File: src/rtl/opc_predecode.sv
`timescale 1ns/1ps
module opc_predecode (
  input  logic        clk,
  input  logic        rst_n,
  input  logic        byte_valid,
  input  logic [7:0]  byte_in,
  input  logic [15:0] byte_addr,
  output logic        is_opcode,
  output logic        fetch_next,
  output logic        instr_done,
  output logic [1:0]  instr_len,
  output logic [2:0]  instr_cyc,
  output logic [7:0]  param1,
  output logic [7:0]  param2,
  output logic        call_valid,
  output logic [15:0] call_target
);

  function automatic logic [1:0] len_tab(input logic [6:0] idx);
    logic [3:0] h;
    h = idx[3:0];
    case (idx[6:4])
      3'd0: len_tab = (h inside {4'h1, 4'h2, 4'h3, 4'h9}) ? 2'd3 :
                      (h inside {4'h0, 4'hE, 4'hF}) ? 2'd1 : 2'd2;
      3'd1: len_tab = 2'd2;
      3'd2: len_tab = (h inside {4'h0, 4'h1}) ? 2'd3 :
                      (h inside {4'h2, 4'h3, 4'hE, 4'hF}) ? 2'd1 : 2'd2;
      3'd3: len_tab = (h inside {4'h4, 4'h5, 4'h6}) ? 2'd3 : 2'd1;
      3'd4: len_tab = (h == 4'hB) ? 2'd3 :
                      (h inside {[4'h2:4'h7], 4'h9}) ? 2'd2 : 2'd1;
      3'd5: len_tab = (h inside {4'h7, 4'h8, 4'hB, 4'hD}) ? 2'd3 :
                      (h == 4'hA) ? 2'd1 : 2'd2;
      3'd6: len_tab = (h == 4'hB) ? 2'd3 :
                      (h inside {4'h7, 4'h8, 4'hA}) ? 2'd2 : 2'd1;
      default: len_tab = (h == 4'hB) ? 2'd3 :
                         (h inside {4'h7, 4'h8, 4'hA, 4'hD}) ? 2'd2 : 2'd1;
    endcase
  endfunction

  function automatic logic [2:0] cyc_tab(input logic [6:0] idx);
    logic [3:0] h;
    h = idx[3:0];
    case (idx[6:4])
      3'd0: cyc_tab = (h == 4'h0) ? 3'd1 : 3'd2;
      3'd1: cyc_tab = 3'd2;
      3'd2: cyc_tab = (h inside {[4'h4:4'h6], [4'hA:4'hD]}) ? 3'd1 : 3'd2;
      3'd3: cyc_tab = (h inside {[4'h0:4'h3], [4'hB:4'hD]}) ? 3'd1 : 3'd2;
      3'd4: cyc_tab = (h inside {4'h8, 4'hA}) ? 3'd4 : (h == 4'hB) ? 3'd2 : 3'd1;
      3'd5: cyc_tab = (h inside {4'h7, 4'h8, 4'hB, 4'hD}) ? 3'd2 : 3'd1;
      3'd6: cyc_tab = (h inside {4'h8, 4'hA, 4'hB}) ? 3'd2 : 3'd1;
      default: cyc_tab = (h inside {4'h8, 4'hA, 4'hB, 4'hD}) ? 3'd2 : 3'd1;
    endcase
  endfunction

  logic [1:0]  cnt;
  logic [7:0]  op_q;
  logic [2:0]  lo_fold;
  logic [6:0]  idx;
  logic [1:0]  len_lut;
  logic [2:0]  cyc_lut;
  logic [15:0] next_pc;
  logic        is_lcall, is_acall;

  assign lo_fold  = byte_in[3] ? 3'd7 : (byte_in[2:1] == 2'b11) ? 3'd6 : byte_in[2:0];
  assign idx      = {lo_fold, byte_in[7:4]};
  assign len_lut  = len_tab(idx);
  assign cyc_lut  = cyc_tab(idx);
  assign next_pc  = byte_addr + 16'd1;
  assign is_lcall = (op_q == 8'h12);
  assign is_acall = (op_q[4:0] == 5'b10001);

  assign is_opcode  = (cnt == 2'd0);
  assign fetch_next = (cnt != 2'd0);

  always_ff @(posedge clk) begin
    if (!rst_n) begin
      cnt <= '0; op_q <= '0; instr_len <= '0; instr_cyc <= '0;
      param1 <= '0; param2 <= '0; instr_done <= 1'b0;
      call_valid <= 1'b0; call_target <= '0;
    end else begin
      instr_done <= 1'b0;
      call_valid <= 1'b0;
      if (byte_valid) begin
        if (cnt == 2'd0) begin
          op_q      <= byte_in;
          instr_len <= len_lut;
          instr_cyc <= cyc_lut;
          param1    <= '0;
          param2    <= '0;
          if (len_lut == 2'd1) instr_done <= 1'b1;
          else                 cnt <= 2'd1;
        end else begin
          if (cnt == 2'd1) param1 <= byte_in;
          else             param2 <= byte_in;
          if (cnt == instr_len - 2'd1) begin
            instr_done <= 1'b1;
            cnt        <= 2'd0;
            if (is_lcall) begin
              call_valid  <= 1'b1;
              call_target <= {param1, byte_in};
            end else if (is_acall) begin
              call_valid  <= 1'b1;
              call_target <= {next_pc[15:11], op_q[7:5], byte_in};
            end
          end else begin
            cnt <= cnt + 2'd1;
          end
        end
      end
    end
  end

  assert_done_after_byte_R6: assert property (@(posedge clk) disable iff (!rst_n)
    instr_done |-> $past(byte_valid));
  assert_call_with_done_R8: assert property (@(posedge clk) disable iff (!rst_n)
    call_valid |-> instr_done);
  assert_fetch_drop_R5: assert property (@(posedge clk) disable iff (!rst_n)
    $fell(fetch_next) |-> instr_done);
  assert_stall_hold_R10: assert property (@(posedge clk) disable iff (!rst_n)
    !byte_valid |=> ($stable(fetch_next) && $stable(param1) && $stable(param2) && !instr_done));
  assert_len_range_R3: assert property (@(posedge clk) disable iff (!rst_n)
    instr_done |-> (instr_len != 2'd0 && instr_cyc != 3'd0));

endmodule

File: config.mk
export PLATFORM = sky130hd
export DESIGN_NAME = opc_predecode
export DESIGN_NICKNAME = d
export VERILOG_FILES = /design/src/rtl/opc_predecode.sv
export SDC_FILE = /design/constraint.sdc
export NUM_CORES = 1
export LEC_CHECK = 0
export BUFFER_PORTS_ARGS = -buffer_cell sky130_fd_sc_hd__buf_2
export CAP_MARGIN = 20
export CORE_UTILIZATION = 35
export CTS_CLUSTER_SIZE = 25
export DETAILED_ROUTE_END_ITERATION = 8
export HOLD_SLACK_MARGIN = 0.1
export SYNTH_ARGS = -nofsm -noshare
export SYNTH_HDL_FRONTEND = slang
export SYNTH_SLANG_ARGS = --single-unit
File: constraint.sdc
create_clock -name clk -period 4.85 [get_ports clk]
set_input_delay 0.485 -clock clk [delete_from_list [all_inputs] [get_ports clk]]
set_output_delay 0.485 -clock clk [all_outputs]
set_load 0.01 [all_outputs]
==> results.cfg <==
[route]
drt_iter0_drc = 124
drt_first_pass_iters = 4
route.antenna.remaining_nets = 0
route.vias.total = 2588
vias_per_cell = 5.30
drc_errors = 0
detail_route.wirelength_mm = 7.27
dr_wl_cell_um = 14.9

[grt]
grt_use_total_pct = 17.8
largest_net_degree_at_the_start_of_global_routing = 42
number_of_antenna_violations_at_the_first_check_in_global_routing = 0
gr-total-overflow = 0
via_count_of_the_first_global_routing_pass = 2472
grt_pass1_wl_mm = 12.0

[clock_tree]
clkLatencyLatePin_ns = 0.30
max-clock-path-buffers = 2
postCtsHoldBufs = 0
clk_root_buffer_cell = sky130_fd_sc_hd__clkbuf_8
cts_sinks = 49
cts_setup_buffers = 0
clk_transition_reported_paths_ns = 0.09
cts_tree = done
cts_htree_levels = 2
cts_made_buffers = 5
cts_repair_resize_count = 0

[power]
cellLeakagePower_nw = 1.35
seq_power_share_pct = 48.6
power.share.switching_pct = 28.8
power.switching_w = 0.000254
clock_share_of_power_pct = 32.2
peakVddDrop_uv = 144
p_comb_share_pct = 19.2
power-per-cell-area_nw_per_um2 = 279
internal_power_w = 0.000628

[logic_synthesis]
ys_types = 61
synthCells = 339
post_synthesis_sequential_area_ratio_pct = 35.4
yosysTopAreaCellShare_pct = 35.4
synth_area_um2 = 2770
asyncSetResetFlopFracSynth_pct = 0
yosys_register_bits = 49
post-synth-top-count-cell = sky130_fd_sc_hd__dfxtp_1
post_synth_net_total = 369
synth_area_leaders = sky130_fd_sc_hd__dfxtp_1, sky130_fd_sc_hd__a21oi_1, sky130_fd_sc_hd__nor2_1
yosys.area.top_type = sky130_fd_sc_hd__dfxtp_1
synth_edf_count = 0
yosysWarningCount = 0
postSynthAreaPerCell_um2 = 8.17
synth_commonest_cells = sky130_fd_sc_hd__dfxtp_1, sky130_fd_sc_hd__nor2_1, sky130_fd_sc_hd__nand2_1
dominantRegCellSynth = sky130_fd_sc_hd__dfxtp_1

[setup_path]
critical_path_buf_inv_count = 1
cp_cell_sequence = inv_1 -> ha_1 -> and2_2 -> nand3_1 -> a2111oi_0 -> a31oi_1
crit_family = compound AO/OA/AOI/OAI gates
critPathKind = flip-flop to flip-flop
worstSetupStartpointType = flip-flop
critical_path_sink_type = flip-flop
crit_slowest_cell = sky130_fd_sc_hd__ha_1
path_max_fanout = 16
timing.critical_path.slowest_cell_delay_ns = 0.58
cp_data_arrival_time_ns = 2.47
critical_path_data_required_time_ns = 5.03

[sta]
fmax_mhz = 436
slew_headroom_pct = 57.2
fin_ws_ns = 2.56
timing.final.crit_period_ns = 2.29
final-max-slew-violation-count = 0
setup_total_negative_slack_ns = 0
timing.clock.skew_ns = 0.00324
fin_worst_hold_slack_ns = 0.464
final-setup-viol-count = 0
rsz0062_at_grt = no
final-hold-violation-count = 0
worst-slew-pin-transition_ns = 0.637
final_clock_period_utilization_by_the_worst_path_pct = 47.3

[status]
outcome = finished, final reports clean

[place]
place_hpwl_mm = 4.96
place.gp.congestion = 0.815
place.port_buffers = 67
pre_cts_slack_ns = 1.93

[finish]
multiInputGateArea_um2 = 1580
nFillCells = 797
num_antenna_cells = 0
ff_latch_area_um2 = 981
drive_gt1_share_pct = 23.3
areaGrowthSynthToFinish_pct = 14.4
final_net_count = 416

[floorplan]
die_height_um = 91.0
placementRows = 32
die_area_um2 = 8270
fp.coreArea_um2 = 7690
die_w_um = 91.0
boundaryPins = 68
effective_utilization_at_floorplan_pct = 36.0

[hold_path]
min-delay-path-class = flip-flop to flip-flop

[flow_run]
maxCapViolations = 0
final timing paths:
kind | cells after the start | end | start | slack, ns
worst max-delay path | 6 | instr_len[0] | cnt[1] | 2.56
worst min-delay path | 2 | op_q[2] | op_q[2] | 0.46
worst max register to register | 6 | instr_len[0] | cnt[1] | 2.56
worst min register to register | 2 | op_q[2] | op_q[2] | 0.46
cells in the final DEF (no fill, tap or decap), types with 3 or more instances in the layout:
| master | Yosys | routed |
|---|---|---|
| sky130_fd_sc_hd__buf_2 | 7 | 67 |
| sky130_fd_sc_hd__dfxtp_1 | 49 | 49 |
| sky130_fd_sc_hd__nor2_1 | 38 | 38 |
| sky130_fd_sc_hd__nand2_1 | 35 | 35 |
| sky130_fd_sc_hd__a21oi_1 | 30 | 30 |
| sky130_fd_sc_hd__o21ai_0 | 17 | 17 |
| sky130_fd_sc_hd__nand3_1 | 15 | 15 |
| sky130_fd_sc_hd__mux2i_1 | 11 | 11 |
| sky130_fd_sc_hd__a22oi_1 | 10 | 10 |
| sky130_fd_sc_hd__nor3b_1 | 9 | 9 |
| sky130_fd_sc_hd__nor3_1 | 7 | 7 |
| sky130_fd_sc_hd__inv_1 | 6 | 6 |
| sky130_fd_sc_hd__nand2b_1 | 6 | 6 |
| sky130_fd_sc_hd__xnor2_1 | 5 | 5 |
| sky130_fd_sc_hd__a211oi_1 | 5 | 5 |
| sky130_fd_sc_hd__a31oi_1 | 5 | 5 |
| sky130_fd_sc_hd__clkbuf_8 | 6 | 5 |
| sky130_fd_sc_hd__xor2_1 | 4 | 4 |
| sky130_fd_sc_hd__nand4_1 | 3 | 3 |
| sky130_fd_sc_hd__nor4_1 | 3 | 3 |
| sky130_fd_sc_hd__o21a_1 | 3 | 3 |
| sky130_fd_sc_hd__nor2b_1 | 3 | 3 |
| sky130_fd_sc_hd__ha_1 | 3 | 3 |
power by group through the flow:
stage	clock network, W	logic [W]	registers [W]
2_1_floorplan	0	0.000120	0.000440
3_3_place_gp	0	0.000166	0.000438
3_5_place_dp	0	0.000170	0.000438
4_1_cts	0.000291	0.000170	0.000429
5_1_grt	0.000307	0.000188	0.000431
6_report	0.000284	0.000170	0.000429
through the flow:
step                util [%]  total power (W)  cells  cell area [um2]
global route            41.2         0.000927    488             3170
global placement        39.7         0.000604    480             3050
floorplan                  -         0.000560    339             2770
finish                  41.2         0.000883    488             3170
CTS                     41.0         0.000890    487             3150
detailed placement      39.7         0.000608    480             3050
cell type report:
| cell class | count | area share (%) |
|---|---|---|
| timing repair buffer | 69 | 11.3 |
| clock inverter | 2 | 1.11 |
| inverter | 6 | 0.711 |
| tap | 102 | 4.03 |
| multi-input combinational | 255 | 49.7 |
| sequential | 49 | 31.0 |
| clock buffer | 5 | 2.17 |
flip-flops by register name (all words and copies together), names as in the netlist:
signal       count
cnt              2
instr_done       1
param1           8
call_target     16
call_valid       1
instr_cyc        3
op_q             8
param2           8
instr_len        2
logic make-up (layout without fill, tap and decap cells):
group	count (synthesis)	in the layout	share of synthesized area (%)
and+or+nand+nor	140	140	27.0
AOI/OAI and AO/OA	90	90	20.9
DFF	49	49	35.4
buffers and inverters	35	82	7.68
muxes	13	13	4.79
xor gates and xnor gates	9	9	2.85
adders and majority gates	3	3	1.36
per-layer routing:
layer  vias up  GRT usage [%]  part of all wire, %
li1       1304              -                    -
met1      1207           23.1                   47
met2        64           29.8                   46
met3        13           3.52                  4.8
met4         0           5.29                  1.4
met5         -              0                    0
worst reg2reg max path, cell delays in order, from the launching register on:
cell	delay, ns
sky130_fd_sc_hd__dfxtp_1	0.34
sky130_fd_sc_hd__inv_1	0.13
sky130_fd_sc_hd__ha_1	0.58
sky130_fd_sc_hd__and2_2	0.43
sky130_fd_sc_hd__nand3_1	0.11
sky130_fd_sc_hd__a2111oi_0	0.44
sky130_fd_sc_hd__a31oi_1	0.15
Power figures use the tool's default switching activity.
